===== src/rtl/branch_resolve.sv =====
module branch_resolve #(
  parameter int AW = 32
) (
  input  logic [15:0]   instr,
  input  logic [AW-1:0] pc,
  input  logic [AW-1:0] lr_in,
  input  logic          flag_n,
  input  logic          flag_z,
  input  logic          flag_c,
  input  logic          flag_v,
  output logic          taken,
  output logic [AW-1:0] next_pc,
  output logic          lr_we,
  output logic [AW-1:0] lr_wdata,
  output logic          swi_valid,
  output logic [7:0]    swi_num,
  output logic          undef
);

  localparam int PAD8  = AW - 9;
  localparam int PAD11 = AW - 12;
  localparam int PADHI = AW - 23;

  logic [3:0]    cond;
  logic          is_bcc, is_jmp, is_gap, is_lhi, is_llo;
  logic          cond_true, cond_bad, cond_swi;
  logic [AW-1:0] pc_seq, pc_rel, off8, off11, off_hi, off_lo;

  assign cond   = instr[11:8];
  assign is_bcc = instr[15:12] == 4'b1101;
  assign is_jmp = instr[15:11] == 5'b11100;
  assign is_gap = instr[15:11] == 5'b11101;
  assign is_lhi = instr[15:11] == 5'b11110;
  assign is_llo = instr[15:11] == 5'b11111;

  assign pc_seq = pc + AW'(2);
  assign pc_rel = pc + AW'(4);

  assign off8   = {{PAD8{instr[7]}}, instr[7:0], 1'b0};
  assign off11  = {{PAD11{instr[10]}}, instr[10:0], 1'b0};
  assign off_hi = {{PADHI{instr[10]}}, instr[10:0], 12'b0};
  assign off_lo = {{(AW-12){1'b0}}, instr[10:0], 1'b0};

  always_comb begin
    cond_bad = 1'b0;
    cond_swi = 1'b0;
    unique case (cond)
      4'b0000: cond_true = flag_z;
      4'b0001: cond_true = !flag_z;
      4'b0010: cond_true = flag_c;
      4'b0011: cond_true = !flag_c;
      4'b0100: cond_true = flag_n;
      4'b0101: cond_true = !flag_n;
      4'b0110: cond_true = flag_v;
      4'b0111: cond_true = !flag_v;
      4'b1000: cond_true = flag_c && !flag_z;
      4'b1001: cond_true = !flag_c || flag_z;
      4'b1010: cond_true = flag_n == flag_v;
      4'b1011: cond_true = flag_n != flag_v;
      4'b1100: cond_true = !flag_z && (flag_n == flag_v);
      4'b1101: cond_true = flag_z || (flag_n != flag_v);
      4'b1110: begin cond_true = 1'b0; cond_bad = 1'b1; end
      default: begin cond_true = 1'b0; cond_swi = 1'b1; end
    endcase
  end

  assign swi_valid = is_bcc && cond_swi;
  assign swi_num   = swi_valid ? instr[7:0] : 8'h00;
  assign undef     = is_gap || (is_bcc && cond_bad);
  assign taken     = (is_bcc && cond_true) || is_jmp || is_llo;

  assign lr_we     = is_lhi || is_llo;
  assign lr_wdata  = is_llo ? (pc_seq | AW'(1)) : (pc_rel + off_hi);

  always_comb begin
    next_pc = pc_seq;
    if (is_bcc && cond_true) next_pc = pc_rel + off8;
    else if (is_jmp)         next_pc = pc_rel + off11;
    else if (is_llo)         next_pc = lr_in + off_lo;
  end

  always_comb begin
    p_one_event_r10: assert ($onehot0({taken, swi_valid, undef}))
      else $error("more than one event raised");
    p_undef_quiet_r6: assert (!undef || (!taken && !lr_we && next_pc == pc + AW'(2)))
      else $error("undefined encoding not quiet");
    p_swi_seq_r7: assert (!swi_valid || (!lr_we && next_pc == pc + AW'(2)))
      else $error("interrupt left sequential path");
    p_swi_zero_r7: assert (swi_valid || swi_num == 8'h00)
      else $error("interrupt number without request");
    p_link_odd_r9: assert (!(lr_we && taken) || lr_wdata[0])
      else $error("return link lacks bit 0");
    p_seq_r4: assert (taken || next_pc == pc + AW'(2))
      else $error("fallthrough address wrong");
  end

endmodule


===== config.mk =====
export PLATFORM = sky130hd
export DESIGN_NAME = branch_resolve
export DESIGN_NICKNAME = d
export VERILOG_FILES = /design/src/rtl/branch_resolve.sv
export SDC_FILE = /design/constraint.sdc
export NUM_CORES = 1
export LEC_CHECK = 0
export ABC_CLOCK_PERIOD_IN_PS = 10450
export BUFFER_PORTS_ARGS = -buffer_cell sky130_fd_sc_hd__clkbuf_2
export CORE_UTILIZATION = 40
export DETAILED_ROUTE_END_ITERATION = 8
export PLACE_DENSITY = 0.68
export SLEW_MARGIN = 20
export SYNTH_ARGS = -nofsm -noshare
export SYNTH_HDL_FRONTEND = slang
export SYNTH_SLANG_ARGS = --single-unit
export TNS_END_PERCENT = 5

===== constraint.sdc =====
create_clock -name vclk -period 10.45
set_input_delay 0.5225 -clock vclk [all_inputs]
set_output_delay 0.5225 -clock vclk [all_outputs]
set_load 0.05 [all_outputs]

* After elaboration in Yosys (flattened, before gate mapping)
Index checks and enable logic that the tools add are counted.
Cells by class: add/sub/neg operators 6, $mul 0, div/mod/pow operators 0, magnitude comparators 0, equal/unequal tests 21, shift-type cells 0, mux-type cells 8, bitwise operators 0, reduce and logical (&&, ||, !) cells 17
Operators by type and width (number):
- $mux W32 | 4
- $add A32 B32 Y32 | 3
- $add A32 B12 Y32 | 1
- $add A32 B2 Y32 const B | 1
- $add A32 B3 Y32 const B | 1
- $eq A4 B4 Y1 const B | 8
- $eq A5 B5 Y1 const B | 4
- $eq A4 B3 Y1 const B | 4
- $reduce_or A15 Y1 | 1
- $pmux W1 S14 | 1
- $eq A4 B2 Y1 const B | 2
- $mux W8 | 1
- $logic_or A1 B1 Y1 | 6
- $logic_and A1 B1 Y1 | 5
- $eq A4 B1 Y1 const B | 1
- $logic_not A1 Y1 | 4
- $logic_not A4 Y1 | 1
- $mux W1 | 2
- $eq A1 B1 Y1 | 1
- $ne A1 B1 Y1 | 1
Word-level totals: flip-flop bits (word level) 0, bits in latches 0, RAM bits 0, memory bits (read-only) 0, output and inout bits 76, memories kept 0

* Logic depth before layout (Yosys ltp)
depth in word-level cells 6, depth in mapped cells 20

* Worst setup path after synthesis
OpenSTA, ideal clock, no wires.
kind input-to-output, start input pc[2], end output next_pc[27], arrival time 4.772 ns, path slack 5.156 ns, cell stages on the path 17, cells stage by stage ha_1 and4_1 and4_1 buf_4 nand3_1 xnor2_1 ha_1 a21o_1 a21o_1 a21oi_1 o21ai_0 o21ai_1 o31ai_2 a31oi_1 xnor2_1 nor2_1 nor4_1
Between the ends: word-level cells in the longest chain between the ends 4, elaborated cells on any way between the ends 7
RTL lines:
- start: declaration | RTL line 5 | input logic [AW-1:0] pc,
- $add A32 B3 Y32 or $add A32 B2 Y32 (tied branches) | RTL line 37, 36
- $add A32 B32 Y32 or $mux W32 (tied branches) | RTL line 78, 79
- $mux W32 | RTL line 78 | else if (is_jmp) next_pc = pc_rel + off11;
- $mux W32 (*) | RTL line 77 | if (is_bcc && cond_true) next_pc = pc_rel + off8;
- end: declaration | RTL line 12 | output logic [AW-1:0] next_pc,
Mark *: on every way between the ends. The rest lies on a longest branch, timed or not.

* Worst setup path after layout
start input pc[2], end output next_pc[31]
Same word-level chain as after synthesis.

==> flow_metrics.py <==
metrics = {
    "cts": {
        "cts-resized-gates": 0,
        "cts_setup_buffers": 0,
        "holdBufCountCts": 0,
    },
    "sta": {
        "post-route-min-period_ns": 5.453,
        "tightest_slew_ns": 0.9084,
        "fmax_mhz": 183.4,
        "fin_crit_sh_pct": 52.18,
        "tns_ns": 0,
        "hold_viol": 0,
        "maxSlewHeadroom_pct": 39.44,
        "whs_ns": 1.432,
        "setup_viol": 0,
        "grt_setup_unrepaired": "no",
        "drv_slew": 0,
    },
    "yosys": {
        "syn-num-nets": 1184,
        "synth_area_um2": 6728,
        "syn_inst": 1018,
        "syn_avg_cell_area_um2": 6.609,
        "ys_warn_count": 0,
        "yosys.cell_types.count": 83,
        "yosysSeqAreaShare_pct": 0,
    },
    "worst_setup_path": {
        "start_kind": "input pin",
        "critPathBufInv": 2,
        "criticalPathCategory": "input pin to output pin",
        "startpoint": "pc[2]",
        "slowest_delay_ns": 0.41,
        "cpLargestDelayFamily": "simple AND/OR/NAND/NOR gates",
        "crit_path_top_delay_cell": "ha_1",
        "cp_max_fo": 9,
        "endpoint_kind": "output pin",
        "path_cells": "clkbuf_2 > ha_1 > and4_1 > and4_1 > nand2_2 > or3_1 > xnor2_1 > ha_1 > a21o_1 > o21bai_1 > a21oi_1 > nor2b_1 > o21ai_0 > nand2b_1 > a21oi_1 > o31ai_1 > xnor2_1 > a2bb2oi_1 > clkbuf_2",
        "cp.required_ns": 9.93,
        "critPathArrivalTime_ns": 4.93,
    },
    "power_and_ir_drop": {
        "vdd_drop_max_mv": 0.04143,
        "switching_share_pct": 68.02,
        "power_frac_comb_pct": 100.0,
        "finalPower_mw": 0.5588,
        "p_sw_mw": 0.3801,
        "pwr-share-seq_pct": 0,
        "power_leakage_nw": 3.453,
        "power_density_nw_per_um2": 73.46,
        "p_int_mw": 0.1787,
        "p_clk_share_pct": 0,
    },
    "layout": {
        "nFlopsAndLatches": 0,
        "syn2layout_area_growth_pct": 13.07,
        "fill_cells": 1788,
        "layout-drive-gt1-share_pct": 17.50,
        "clock_buffers": 0,
        "fin_nets": 1305,
        "seq_area_um2": 0,
        "mostFrequentLayoutCells": "clkbuf_2 (160), nor2_1 (115), nand2_1 (113), a21oi_1 (101), xnor2_1 (83)",
        "diodes": 0,
        "final_area_um2": 7607,
        "mostFrequentLayoutCell": "clkbuf_2",
        "multi_input_area_um2": 6370,
        "fin_util_pct": 46.04,
    },
    "global_route": {
        "grt_overflow_total": 0,
        "globalRouteTotalUtil_pct": 29.04,
        "grt_start_max_net_pins": 68,
        "grt_antenna_before_repair": 0,
        "grt_pass1_wl_um": 39990,
        "grt_pass1_vias": 7159,
    },
    "die": {
        "dieArea_um2": 17340,
        "initial_utilization_pct": 40.71,
        "die_w_um": 131.7,
        "std_cell_rows": 47,
        "die_h_um": 131.7,
        "core-area_um2": 16520,
        "ios": 160,
    },
    "place": {
        "io_buffer_count": 160,
        "dpl_cell_area_um2": 7607,
        "gp_congestion": 0.9870,
        "dp_hpwl_um": 21360,
    },
    "outcome": {
        "status": "finished clean",
    },
    "routing": {
        "post_drt_wl_per_cell_um": 19.24,
        "routed_wl_um": 26110,
        "first_pass_iters": 5,
        "drc": 0,
        "drtIter0Drc": 743,
        "ant_nets": 0,
        "vias": 8013,
        "vias_per_cell": 5.905,
    },
    "flow_run": {
        "cap_viol_max_count": 0,
    },
    "worst_hold_path": {
        "min_from": "lr_in[0]",
        "hold_class": "input pin to output pin",
    },
}
[stage by stage]
stage / cells / setup slack [ns]
2_1_floorplan: 1018 / 5.156
3_3_place_gp: 1357 / 5.003
4_1_cts: 1357 / 5.075
6_report: 1357 / 4.997
3_5_place_dp: 1357 / 5.081
5_1_grt: 1357 / 4.673
[cells in the mapped netlist, drive strengths merged (5+ instances only)]
| cell | n | area (µm²) |
|---|---|---|
| nand2 | 115 | 434.2 |
| nor2 | 115 | 431.7 |
| a21oi | 104 | 531.8 |
| xnor2 | 83 | 727.0 |
| ha | 79 | 988.5 |
| xor2 | 69 | 604.3 |
| o21ai | 66 | 334.1 |
| nand3 | 33 | 165.2 |
| inv | 31 | 116.4 |
| a21o | 30 | 227.7 |
| clkbuf | 29 | 118.9 |
| nand4 | 22 | 137.6 |
| o211ai | 18 | 140.1 |
| buf | 17 | 98.84 |
| and2 | 16 | 101.4 |
| a31oi | 15 | 93.84 |
| a211oi | 14 | 117.6 |
| nor3 | 13 | 70.07 |
| and3 | 12 | 80.08 |
| nor2b | 11 | 68.82 |
| nand2b | 9 | 56.30 |
| mux2i | 8 | 80.08 |
| o21a | 8 | 61.31 |
| o22ai | 8 | 50.05 |
| o31ai | 7 | 62.56 |
| or2 | 7 | 43.79 |
| or3 | 7 | 43.79 |
| o21bai | 6 | 45.04 |
| and4 | 5 | 43.79 |
| nor4 | 5 | 46.29 |
[routing by layer]
layer  track usage, %  up-vias  wire, µm
met5                0        -         0
met1            44.76     3685     12610
met4            2.907        0       250
met2            44.15      377     10970
met3            2.701       22      2281
li1                 -     3929         -
[worst min-delay path, stage by stage]
cell	delay [ns]
clkbuf_2	0.08
nand2_1	0.04
nand2_1	0.04
clkbuf_2	0.22
[layout make-up]
class	count	share of cell area, %
timing repair buffer	166	11.12
tap	220	3.618
inverter	31	1.530
multi-input combinational	940	83.73
[cell families (layout without fill, tap and decap cells)]
| family | count (synthesis) | count (layout) | share of synthesized area [%] |
|---|---|---|---|
| simple gates | 379 | 379 | 26.63 |
| buf+inv | 78 | 197 | 5.449 |
| fa+ha+maj | 82 | 82 | 15.58 |
| xor+xnor | 152 | 152 | 19.79 |
| mux | 9 | 9 | 1.525 |
| compound gates | 318 | 318 | 31.02 |
[power by group through the flow]
stage,registers [mW],clock network (mW),logic (mW)
final,0,0,0.559
after global routing,0,0,0.598
after CTS,0,0,0.549
after detailed placement,0,0,0.546
after global placement,0,0,0.547
after floorplan,0,0,0.410
[worst paths after layout]
kind              cells after the start  slack [ns]     endpoint
hold / removal                        4        1.43   next_pc[0]
setup / recovery                     19        5.00  next_pc[31]
(Power assumes the default switching activity.)
